## src/rtl/fifo_dma_pkg.sv

```systemverilog
package fifo_dma_pkg;

    // Default geometry of the attached FIFOs and threshold fields
    localparam int unsigned FIFO_DEPTH_DEF  = 32;
    localparam int unsigned TH_W_DEF        = 5;
    localparam int unsigned SYNC_STAGES_DEF = 2;

    // Directions handled by the block; the value is also the bit of the
    // fly-by configuration word that enables that direction
    typedef enum logic {
        DIR_RX = 1'b0,
        DIR_TX = 1'b1
    } dir_e;

    localparam int unsigned NUM_DIR = 2;

    // Per-direction result carried to the output ports
    typedef struct packed {
        logic req;     // threshold comparison holds
        logic strobe;  // fly-by pop (rx) or push (tx)
        logic err;     // fly-by strobe rejected
    } dir_status_t;

    // A fly-by access can proceed only with a nonzero level
    function automatic logic level_nonzero(input logic [31:0] lvl);
        return lvl != 32'd0;
    endfunction

endpackage

```

## src/rtl/ack_edge_sync.sv

```systemverilog
module ack_edge_sync #(
    parameter int unsigned STAGES = 2
) (
    input  logic clk_i,
    input  logic rst_i,
    input  logic ack_n_i,
    output logic fall_o
);

    logic [STAGES-1:0] sync_q;
    logic              last_q;

    // Synchronizer chain; reset value 1 means "acknowledge idle"
    always_ff @(posedge clk_i) begin
        if (rst_i) begin
            sync_q <= '1;
            last_q <= 1'b1;
        end else begin
            sync_q[0] <= ack_n_i;
            for (int i = 1; i < int'(STAGES); i++) begin
                sync_q[i] <= sync_q[i-1];
            end
            last_q <= sync_q[STAGES-1];
        end
    end

    // High for one cycle after the synchronized pin goes from 1 to 0
    assign fall_o = last_q & ~sync_q[STAGES-1];

endmodule

```

## src/rtl/level_cmp.sv

```systemverilog
module level_cmp
    import fifo_dma_pkg::*;
#(
    parameter int unsigned CNT_W = 6,
    parameter int unsigned TH_W  = 5,
    parameter dir_e        DIR   = DIR_RX
) (
    input  logic [CNT_W-1:0] lvl_i,
    input  logic [TH_W-1:0]  th_i,
    output logic             hit_o
);

    logic [CNT_W-1:0] th_ext;
    assign th_ext = CNT_W'(th_i);

    generate
        if (DIR == DIR_RX) begin : g_above
            // Receive: stored entries strictly above threshold
            assign hit_o = lvl_i > th_ext;
        end else begin : g_below
            // Transmit: free entries strictly below threshold
            assign hit_o = lvl_i < th_ext;
        end
    endgenerate

endmodule

```

## src/rtl/flyby_gate.sv

```systemverilog
module flyby_gate
    import fifo_dma_pkg::*;
#(
    parameter int unsigned CNT_W = 6
) (
    input  logic             clk_i,
    input  logic             rst_i,
    input  logic             fall_i,
    input  logic             en_i,
    input  logic [CNT_W-1:0] lvl_i,
    output logic             strobe_o,
    output logic             err_o
);

    logic take;
    logic room;

    assign take = fall_i & en_i;
    assign room = level_nonzero(32'(lvl_i));

    always_ff @(posedge clk_i) begin
        if (rst_i) begin
            strobe_o <= 1'b0;
            err_o    <= 1'b0;
        end else begin
            strobe_o <= take & room;
            err_o    <= take & ~room;
        end
    end

endmodule

```

## src/rtl/fifo_dma_req_ctl.sv

```systemverilog
module fifo_dma_req_ctl
    import fifo_dma_pkg::*;
#(
    parameter int unsigned DEPTH       = FIFO_DEPTH_DEF,
    parameter int unsigned TH_W        = TH_W_DEF,
    parameter int unsigned SYNC_STAGES = SYNC_STAGES_DEF,
    localparam int unsigned CNT_W      = $clog2(DEPTH + 1)
) (
    input  logic               clk_i,
    input  logic               rst_i,
    input  logic [CNT_W-1:0]   rx_fill_i,
    input  logic [CNT_W-1:0]   tx_space_i,
    input  logic [TH_W-1:0]    rx_thresh_i,
    input  logic [TH_W-1:0]    tx_thresh_i,
    input  logic [NUM_DIR-1:0] flyby_cfg_i,
    input  logic               rx_ack_n_i,
    input  logic               tx_ack_n_i,
    output logic               rx_dma_req_o,
    output logic               tx_dma_req_o,
    output logic               rx_data_irq_o,
    output logic               tx_data_irq_o,
    output logic               rx_pop_o,
    output logic               tx_push_o,
    output logic               rx_flyby_err_o,
    output logic               tx_flyby_err_o
);

    logic [CNT_W-1:0] lvl    [NUM_DIR];
    logic [TH_W-1:0]  th     [NUM_DIR];
    logic             ack_n  [NUM_DIR];
    logic             fall   [NUM_DIR];
    logic             hit    [NUM_DIR];
    logic             stb    [NUM_DIR];
    logic             er     [NUM_DIR];
    dir_status_t      st     [NUM_DIR];

    assign lvl[DIR_RX]   = rx_fill_i;
    assign lvl[DIR_TX]   = tx_space_i;
    assign th[DIR_RX]    = rx_thresh_i;
    assign th[DIR_TX]    = tx_thresh_i;
    assign ack_n[DIR_RX] = rx_ack_n_i;
    assign ack_n[DIR_TX] = tx_ack_n_i;

    generate
        for (genvar d = 0; d < int'(NUM_DIR); d++) begin : g_dir
            localparam dir_e THIS_DIR = dir_e'(d);

            ack_edge_sync #(
                .STAGES (SYNC_STAGES)
            ) u_sync (
                .clk_i   (clk_i),
                .rst_i   (rst_i),
                .ack_n_i (ack_n[d]),
                .fall_o  (fall[d])
            );

            level_cmp #(
                .CNT_W (CNT_W),
                .TH_W  (TH_W),
                .DIR   (THIS_DIR)
            ) u_cmp (
                .lvl_i (lvl[d]),
                .th_i  (th[d]),
                .hit_o (hit[d])
            );

            flyby_gate #(
                .CNT_W (CNT_W)
            ) u_gate (
                .clk_i    (clk_i),
                .rst_i    (rst_i),
                .fall_i   (fall[d]),
                .en_i     (flyby_cfg_i[d]),
                .lvl_i    (lvl[d]),
                .strobe_o (stb[d]),
                .err_o    (er[d])
            );

            assign st[d] = '{req: hit[d], strobe: stb[d], err: er[d]};
        end
    endgenerate

    // One comparison feeds both the DMA request and the data interrupt
    assign rx_dma_req_o   = st[DIR_RX].req;
    assign rx_data_irq_o  = st[DIR_RX].req;
    assign tx_dma_req_o   = st[DIR_TX].req;
    assign tx_data_irq_o  = st[DIR_TX].req;
    assign rx_pop_o       = st[DIR_RX].strobe;
    assign tx_push_o      = st[DIR_TX].strobe;
    assign rx_flyby_err_o = st[DIR_RX].err;
    assign tx_flyby_err_o = st[DIR_TX].err;

endmodule

```

## config.mk

```make
export PLATFORM = sky130hd
export DESIGN_NAME = fifo_dma_req_ctl
export DESIGN_NICKNAME = d
export VERILOG_FILES = /design/src/rtl/fifo_dma_pkg.sv /design/src/rtl/ack_edge_sync.sv /design/src/rtl/level_cmp.sv /design/src/rtl/flyby_gate.sv /design/src/rtl/fifo_dma_req_ctl.sv
export SDC_FILE = /design/constraint.sdc
export NUM_CORES = 1
export LEC_CHECK = 0
export BUFFER_PORTS_ARGS = -buffer_cell sky130_fd_sc_hd__buf_2
export CAP_MARGIN = 20
export CORE_MARGIN = 3
export CORE_UTILIZATION = 25
export DETAILED_ROUTE_END_ITERATION = 8
export PLACE_DENSITY = 0.56
export SYNTH_ARGS = -nofsm -noshare
export SYNTH_HDL_FRONTEND = slang
export SYNTH_SLANG_ARGS = --single-unit
```

## constraint.sdc

```tcl
create_clock -name clk_i -period 3.6 [get_ports clk_i]
set_input_delay 0.72 -clock clk_i [delete_from_list [all_inputs] [get_ports clk_i]]
set_output_delay 0.72 -clock clk_i [all_outputs]
set_load 0.02 [all_outputs]
```

# --- Word level (Yosys, flattened, before mapping) ---
# Index checks and enable logic that the tools add are counted.
op_classes:
  order_cmp: 2
  mux: 0
  div: 0
  n_bitwise: 12
  shift: 0
  eq_ne: 0
  n_addsub: 0
  n_reduce_logical: 2
  n_mul: 0
ops:
  columns: ["operator", "count"]
  rows:
  - ["6-bit nonzero test", 2]
  - ["1-bit bitwise AND", 8]
  - ["6-bit by 5-bit greater-than comparator with 1-bit output", 1]
  - ["6-bit by 5-bit < comparator with 1-bit output", 1]
  - ["1-bit NOT", 4]
totals:
  romBits: 0
  n_memories: 0
  wordCells: 24
  ramBits: 0
  out_inout_bits: 8
  latch_bits: 0
  reg_bits: 10

# --- Longest topological paths before layout ---
# Gate-level depths: netlist of run 1.
logic_depth:
  word_depth: 4
  depth_mapped: 6

# --- Hierarchy ---
# From an unflattened synthesis of run 1, not the netlist that was laid out.
hier_totals:
  cells_unflattened: 60
  hier_area_um2: 588.1
by_module_without_submodules:
  columns: ["module", "instances", "cells_per_inst", "area_each_um2"]
  rows:
  - ["ack_edge_sync", 2, 7, 85.1]
  - ["flyby_gate", 2, 7, 83.8]
  - ["level_cmp at g_dir[0].u_cmp", 1, 16, 126.4]
  - ["level_cmp at g_dir[1].u_cmp", 1, 14, 108.9]
  - ["fifo_dma_req_ctl", 1, 2, 15.0]

# --- Worst setup path after synthesis of run 1 ---
# Ideal clock, no wire load.
synth_path:
  path_type: "input port to output port"
  startpoint: "in rx_thresh_i[4]"
  endpoint: "out rx_dma_req_o"
  path_buffers: 1
  path_slack_ns: 0.932
  required_ns: 2.880
  t_arrival_ns: 1.948
  cell_stages: 6
  cell_sequence: "inv_1 -> ha_1 -> and4b_1 -> o21ai_1 -> a32oi_1 -> buf_4"
synth_via:
  elab_chain_cells: 1
synth_rtl:
  columns: ["element", "line", "text"]
  rows:
  - ["start: declaration", "fifo_dma_req_ctl.sv:13", "input logic [TH_W-1:0] rx_thresh_i,"]
  - ["6-bit by 5-bit greater-than comparator with 1-bit output", "level_cmp.sv:19", "assign hit_o = lvl_i > th_ext;"]
  - ["end: declaration", "fifo_dma_req_ctl.sv:18", "output logic rx_dma_req_o,"]
# No other way between the ends.

# --- Worst setup path after layout of run 1 ---
layout_path:
  startpoint: "in rx_fill_i[4]"
  endpoint: "out rx_data_irq_o"
layout_via:
  elab_chain_cells: 1
layout_rtl:
  columns: ["element", "line", "text"]
  rows:
  - ["start: declaration", "fifo_dma_req_ctl.sv:11", "input logic [CNT_W-1:0] rx_fill_i,"]
  - ["6-bit by 5-bit greater-than comparator with 1-bit output", "level_cmp.sv:19", null]
  - ["end: declaration", "fifo_dma_req_ctl.sv:20", "output logic rx_data_irq_o,"]
# No other way between the ends.

==> results.cfg, run 1 <==
[synth]
synth_area_leaders = dfxtp_1 (36%), ha_1 (20%), inv_1 (7.5%)
yosysSeqAreaShare = 0.362
synth_cells = 64
synth_top_area_share = 0.362
syn_avg_cell_area_um2 = 8.64
synth-seq-cells = 10
yosysUniqueCellTypes = 18
syn_area_um2 = 553
synth_fp_nets = 101
yosys_warnings = 0
yosys.area.top_type = dfxtp_1

[floorplan]
die_area_um2 = 2810
start_util = 0.274
num_io_pins = 36
dieWidth_um = 53.0
num_rows = 16
design.core.area_um2 = 2020
die_h_um = 53.0

[worst_hold_path]
hold_depth = 1
min_path_type = flip-flop to flip-flop

[cts]
cts.repair.resized = 0
ctsHoldBuffers = 0
cts_made_buffers = 3
cts_max_level = 1
clock_sinks = 10
cts-root-to-sink-buffers = 2
post_cts_buffers = 0
cts-root-buf = clkbuf_4
clk_latency_ns = 0.25
cts_tree = built
clk_pin_slew_worst_paths_ns = 0.06

[sta]
setup_ws_ns = 1.04
worst_pin_slew_ns = 0.171
fin_skew_ns = 0.000337
fmax_mhz = 391
slew_headroom = 0.886
final-hold-violation-count = 0
period_needed_ns = 2.56
rsz0062_at_grt = no
tns_ns = 0
drv_slew = 0
finalSetupViolCount = 0
finalCritPeriodShare = 0.711

[grt]
grt_pass1_vias = 502
grt_first_pass_wirelength_um = 1910
antenna_found_initial = 0
use_met1 = 0.102
grt_max_degree = 7
busiest_layer = met2
grt.met2_usage = 0.159
gr-total-overflow = 0
grt_usage = 0.0897
use_met3 = 0.0282

[pwr]
peakVddDrop_mv = 0.170
seqPwrFrac = 0.475
clock_power_share = 0.296
power_frac_comb = 0.229
internal_power_uw = 179
leakage_nw = 0.424
p_sw_frac = 0.255
power_switching_uw = 61.3
power.density_nw_per_um2 = 312

[route]
drc_errors = 0
wl_um = 1160
dr.first_iter.drc_count = 0
dr.pass1.iters = 1
drtAntennaViolNets = 0
viasPerCell = 4.31
via_count = 548
wl_per_cell_um = 9.11

[setup_path]
arrival_ns = 1.84
slowest_stage = ha_1
worst_setup_path_end_kind = output pin
required_ns = 2.88
startpoint_type = input port
crit_type = input port to output pin
r2r_cells = 3
cp_max_fo = 3
crit_path_frequent_cell = buf_2
slowest_delay_ns = 0.31
cp_cell_sequence = buf_2 > ha_1 > a211o_1 > a31oi_1 > a32oi_1 > buf_2

[layout]
drive_above_1_share = 0.430
final_nets = 139
syn_to_final_growth_pct = 39.1
layout_commonest_cell = buf_2
n_fill_cell = 212
antenna_cells = 0
layout_common_cells = buf_2 (35), inv_1 (11), nor2_1 (10), dfxtp_1 (10), ha_1 (9)

[placement]
globalplace.congestion = 0.622
io_buffers = 35
hpwl_um = 1060
place_ws_ns = 1.04

[status]
status = complete, no violations

[run]
cap_violations = 0
-- per-stage QoR --
step	total power [mW]	cells	hold slack, ns	utilization	area (um^2)
after floorplan	0.150	64	0.389	-	553
after global placement	0.171	124	0.392	0.369	747
after detailed placement	0.173	124	0.399	0.369	747
after CTS	0.246	127	0.413	0.381	769
after global routing	0.259	127	0.431	0.381	769
final	0.240	127	0.408	0.381	769
-- power groups by stage --
stage / clock [mW] / sequential (mW) / combinational, mW
after floorplan: 0 / 0.117 / 0.0324
after global placement: 0 / 0.117 / 0.0538
after detailed placement: 0 / 0.117 / 0.0558
after CTS: 0.0756 / 0.114 / 0.0562
after global routing: 0.0804 / 0.114 / 0.0638
final: 0.0712 / 0.114 / 0.0550
-- cell families (layout without fill, tap and decap cells) --
logic type | Yosys count | in the layout | synth area share
buffers and inverters | 13 | 49 | 0.102
AOI/OAI and AO/OA | 10 | 10 | 0.133
and+or+nand+nor | 22 | 22 | 0.199
adders and majority gates | 9 | 9 | 0.204
DFF | 10 | 10 | 0.362
-- sequential cells by signal, indices dropped and copies added (netlist names) --
register               flops
g_dir.u_gate.err_o         2
g_dir.u_gate.strobe_o      2
g_dir.u_sync.sync_q        4
g_dir.u_sync.last_q        2
-- cells in the mapped netlist --
cell type	count
a21oi_1	1
a211o_1	1
inv_1	11
nor2b_1	1
a211oi_2	1
o21ai_1	1
a32oi_1	1
buf_4	2
ha_1	9
dfxtp_1	10
o21a_1	1
nand3_1	5
nand2b_1	1
or2_2	4
nor2_1	10
a21o_1	1
a31oi_1	3
and4b_1	1
-- final timing paths --
kind	from	to	slack [ns]
worst max register to register	g_dir[0].u_sync.sync_q[1]	g_dir[0].u_gate.strobe_o	2.85
worst min-delay path	g_dir[0].u_sync.sync_q[0]	g_dir[0].u_sync.sync_q[1]	0.41
worst min register to register	g_dir[0].u_sync.sync_q[0]	g_dir[0].u_sync.sync_q[1]	0.41
worst max-delay path	rx_fill_i[4]	rx_data_irq_o	1.04
-- critical path: cells and delay by family --
family / cells / cell delay [ns]
adder cells (fa/ha/maj): 1 / 0.31
buffers and inverters: 2 / 0.28
AO/OA/AOI/OAI: 3 / 0.53
-- layout make-up --
| cell class | instances | area (um^2) | area share |
|---|---|---|---|
| multi-input combinational | 41 | 297 | 0.385 |
| sequential | 10 | 200 | 0.260 |
| timing repair buffer | 35 | 175 | 0.228 |
| inverter | 11 | 41.3 | 0.0537 |
| tap | 27 | 33.8 | 0.0439 |
| clock buffer | 3 | 22.5 | 0.0293 |
-- routing by layer --
metal  part of all wire  up-vias
met1               0.41      232
met5                  0        -
li1                   -      287
met2               0.45       27
met3               0.13        2
met4              0.010        0
(Power assumes the default switching activity.)
==> inputs of run 2 (changes only) <==
==> constraint.sdc (replaced) <==
create_clock -name clk_i -period 2.5 [get_ports clk_i]
set_input_delay 0.5 -clock clk_i [delete_from_list [all_inputs] [get_ports clk_i]]
set_output_delay 0.5 -clock clk_i [all_outputs]
set_load 0.02 [all_outputs]
==> results.cfg, run 2 (synthesis results as in run 1) <==
[grt]
grt_first_pass_wirelength_um = 1940
grt_usage = 0.0938
antenna_found_initial = 0
gr-total-overflow = 0
grt_max_degree = 7
grt_pass1_vias = 528

[sta]
worst_pin_slew_ns = 0.179
finalCritPeriodShare = 0.848
whs_ns = 0.406
final-hold-violation-count = 0
fmax_mhz = 471
rsz0062_at_grt = no
drv_slew = 0
period_needed_ns = 2.12
tns_ns = 0
fin_skew_ns = 0.00343
slew_headroom = 0.880
finalSetupViolCount = 0

[pwr]
power.density_nw_per_um2 = 494
leakage_nw = 0.431
seqPwrFrac = 0.425
clock_power_share = 0.370
peakVddDrop_mv = 0.210
p_sw_frac = 0.248
internal_power_uw = 291
power_switching_uw = 95.8
power_frac_comb = 0.205

[floorplan]
design.core.area_um2 = 2020
die_area_um2 = 2810
dieWidth_um = 53.0
die_h_um = 53.0
start_util = 0.274
num_rows = 16
num_io_pins = 36

[layout]
n_fill_cell = 213
antenna_cells = 0
syn_to_final_growth_pct = 41.6
layout_common_cells = buf_2 (35), inv_1 (11), nor2_1 (10), dfxtp_1 (10), ha_1 (9)
drive_above_1_share = 0.436
final_nets = 139
multi_input_area_um2 = 297
largest_reg_flops = 4
layout_commonest_cell = buf_2
top_register = g_dir.u_sync.sync_q
seqCellArea_um2 = 200

[route]
drc_errors = 0
viasPerCell = 4.36
via_count = 558
wl_um = 1200
drtAntennaViolNets = 0
wl_per_cell_um = 9.38
dr.first_iter.drc_count = 0
dr.pass1.iters = 1

[worst_hold_path]
min_path_type = flip-flop to flip-flop
hp-start = g_dir[0].u_sync.sync_q[0]

[setup_path]
slowest_delay_ns = 0.30
required_ns = 2.00
endpoint = tx_dma_req_o
rrSetupSlack_ns = 1.71
r2r_end = g_dir[0].u_gate.strobe_o
startpoint_type = input port
arrival_ns = 1.62
reg2reg_from = g_dir[0].u_sync.sync_q[1]
slowest_stage = ha_1
worst_setup_path_end_kind = output pin
cp_max_fo = 2
startpoint = tx_space_i[3]
cp_cell_sequence = buf_2 > ha_1 > a21o_1 > a211oi_2 > o21a_1 > buf_2
crit_type = input port to output pin
r2r_cells = 3
crit_path_frequent_cell = buf_2

[cts]
cts_tree = built
ctsHoldBuffers = 0
cts-root-to-sink-buffers = 2
cts_made_buffers = 3
clk_pin_slew_worst_paths_ns = 0.07
clock_sinks = 10
clk_latency_ns = 0.26
cts.repair.resized = 0
post_cts_buffers = 0
cts_max_level = 1
cts-root-buf = clkbuf_4

[placement]
globalplace.congestion = 0.622
io_buffers = 35
hpwl_um = 1060

[status]
status = complete, no violations

[run]
cap_violations = 0
[run 2: final cells by class]
type | instances | share of cell area
Inverter | 11 | 0.0527
Timing Repair Buffer | 35 | 0.224
Clock buffer | 4 | 0.0463
Sequential cell | 10 | 0.256
Tap cell | 27 | 0.0431
Multi-Input combinational cell | 41 | 0.379
[run 2: critical path: cells and delay by family]
kind	cells	cell delay (ns)
AO/OA/AOI/OAI	3	0.55
adder cells (fa/ha/maj)	1	0.30
buffers and inverters	2	0.27
[run 2: worst min-delay path by stage]
stage          slack (ns)                   endpoint  depth (start not counted)
2_1_floorplan        0.39  g_dir[0].u_sync.sync_q[1]                          1
3_3_place_gp         0.39  g_dir[1].u_sync.sync_q[1]                          1
3_5_place_dp         0.40  g_dir[1].u_sync.sync_q[1]                          1
4_1_cts              0.40  g_dir[1].u_sync.sync_q[0]                          2
5_1_grt              0.41  g_dir[1].u_sync.sync_q[0]                          2
6_report             0.41  g_dir[0].u_sync.sync_q[1]                          1
[run 2: routing by layer]
layer	up-vias	GRT usage	routed length (um)
li1	286	-	-
met1	243	0.0951	495
met2	27	0.167	548
met3	2	0.0310	143
met4	0	0.0511	12
met5	-	0	0
[run 2: power groups by stage]
stage | sequential [mW] | combinational, mW | clock, mW
floorplan | 0.169 | 0.0466 | 0
global placement | 0.168 | 0.0775 | 0
detailed placement | 0.168 | 0.0806 | 0
CTS | 0.165 | 0.0813 | 0.152
global route | 0.165 | 0.0913 | 0.159
finish | 0.165 | 0.0792 | 0.143
[run 2: through the flow]
step	power [mW]	cells	utilization	worst slack, ns	cell area [um^2]
after floorplan	0.215	64	-	0.272	553
after global routing	0.415	128	0.387	0.267	783
after global placement	0.246	124	0.369	0.383	747
final	0.387	128	0.387	0.379	783
after CTS	0.398	128	0.387	0.360	783
after detailed placement	0.249	124	0.369	0.364	747
==> inputs of run 3 (changes only) <==
--- a/config.mk
+++ b/config.mk
@@ -10,7 +10,7 @@
 export CORE_MARGIN = 3
 export CORE_UTILIZATION = 25
 export DETAILED_ROUTE_END_ITERATION = 8
-export PLACE_DENSITY = 0.56
+export PLACE_DENSITY = 0.58
 export SYNTH_ARGS = -nofsm -noshare
 export SYNTH_HDL_FRONTEND = slang
 export SYNTH_SLANG_ARGS = --single-unit
==> constraint.sdc (replaced) <==
create_clock -name clk_i -period 1.94 [get_ports clk_i]
set_input_delay 0.388 -clock clk_i [delete_from_list [all_inputs] [get_ports clk_i]]
set_output_delay 0.388 -clock clk_i [all_outputs]
set_load 0.02 [all_outputs]
==> results.cfg, run 3 (synthesis results as in run 1) <==
[pwr]
peakVddDrop_mv = 0.315
power.density_nw_per_um2 = 616
leakage_nw = 0.437
finalPower_uw = 510

[sta]
drv_slew = 0
fin_skew_ns = 0.00629
finalCritPeriodShare = 0.969
finalSetupViolCount = 0
slew_headroom = 0.879
worst_pin_slew_ns = 0.181
setup_ws_ns = 0.0599
whs_ns = 0.307
final-hold-violation-count = 0
rsz0062_at_grt = no
fmax_mhz = 532
period_needed_ns = 1.88

[cts]
clk_latency_ns = 0.26
cts_max_level = 1
cts_tree = built
cts_made_buffers = 3
clock_sinks = 10
clk_pin_slew_worst_paths_ns = 0.07
cts-root-buf = clkbuf_4
post_cts_buffers = 0
cts-root-to-sink-buffers = 2

[route]
wl_um = 1190
dr.pass1.iters = 4
drtAntennaViolNets = 0
drc_errors = 0
viasPerCell = 4.28
wl_per_cell_um = 9.29
dr.first_iter.drc_count = 1
via_count = 548

[setup_path]
startpoint_type = input port
crit_type = input port to output pin
worst_setup_path_end_kind = output pin
cp_max_fo = 3
required_ns = 1.55
arrival_ns = 1.49
r2r_cells = 3

[layout]
n_fill_cell = 219
layout_common_cells = buf_2 (31), inv_1 (10), nor2_1 (10), dfxtp_1 (10), ha_1 (8)
layout_commonest_cell = buf_2
largest_reg_flops = 4
antenna_cells = 0
syn_to_final_growth_pct = 49.5
fin_util = 0.409
drive_above_1_share = 0.475
final_nets = 139
stdcell_count = 128
top_register = g_dir.u_sync.sync_q

[floorplan]
start_util = 0.274
dieWidth_um = 53.0
die_h_um = 53.0
num_rows = 16
die_area_um2 = 2810
num_io_pins = 36
design.core.area_um2 = 2020

[grt]
grt_usage = 0.0919
grt_max_degree = 7
antenna_found_initial = 0
grt_first_pass_wirelength_um = 1900
grt_pass1_vias = 532
gr-total-overflow = 0

[run]
cap_violations = 0

[worst_hold_path]
hold_depth = 2
min_path_type = input port to flip-flop

[placement]
placed_cells = 124
place_ws_ns = -0.0126
io_buffers = 35
globalplace.congestion = 0.613
hpwl_um = 1050

[status]
status = complete, no violations
==> run 3: worst paths after layout <==
path / from / endpoint / slack (ns)
worst min register to register: g_dir[0].u_sync.sync_q[1] / g_dir[0].u_sync.last_q / 0.42
worst min-delay path: rx_ack_n_i / g_dir[0].u_sync.sync_q[0] / 0.31
worst max-delay path: rx_fill_i[4] / rx_data_irq_o / 0.06
worst max register to register: g_dir[1].u_sync.sync_q[1] / g_dir[1].u_gate.strobe_o / 1.17
==> run 3: stage by stage <==
step                      cell area (um^2)  setup TNS, ns
after detailed placement               754        -0.0226
after global routing                   827              0
after CTS                              815              0
final                                  827              0
after global placement                 754              0
after floorplan                        561              0
==> run 3: power by group <==
| group | leakage, nW | total, mW | internal, mW | switching (mW) |
|---|---|---|---|---|
| Combinational | 0.334 | 0.119 | 0.0619 | 0.0574 |
| Sequential | 0.0819 | 0.212 | 0.211 | 0.00115 |
| Clock | 0.0210 | 0.178 | 0.114 | 0.0649 |
| Total | 0.437 | 0.510 | 0.386 | 0.123 |
==> run 3: layout make-up <==
cell class / count / area [um^2] / share of cell area
clock buffers: 4 / 36.3 / 0.0439
flip-flops and latches: 10 / 200 / 0.242
well taps: 27 / 33.8 / 0.0408
multi-input cells: 41 / 323 / 0.390
repair buffers: 35 / 193 / 0.233
inverters: 11 / 41.3 / 0.0499
==> run 3: timing repair <==
item                                    CTS  global route
gates resized for setup                   4             5
pin swaps                                 0             1
hold buffers                              0             0
endpoints found under the setup margin    2             3
endpoints found under the hold margin     0             0
==> run 3: critical path, cell delays in order <==
cell and delay, ns:
buf_2 0.12, ha_4 0.24, a211o_1 0.30, a31oi_2 0.18, a32oi_2 0.08, buf_4 0.17
==> run 3: per-layer routing <==
metal	track usage	vias up	routed length [um]
met2	0.176	28	576
met1	0.0895	232	470
met4	0.0255	0	0
met3	0.0366	0	143
met5	0	-	0
li1	-	288	-
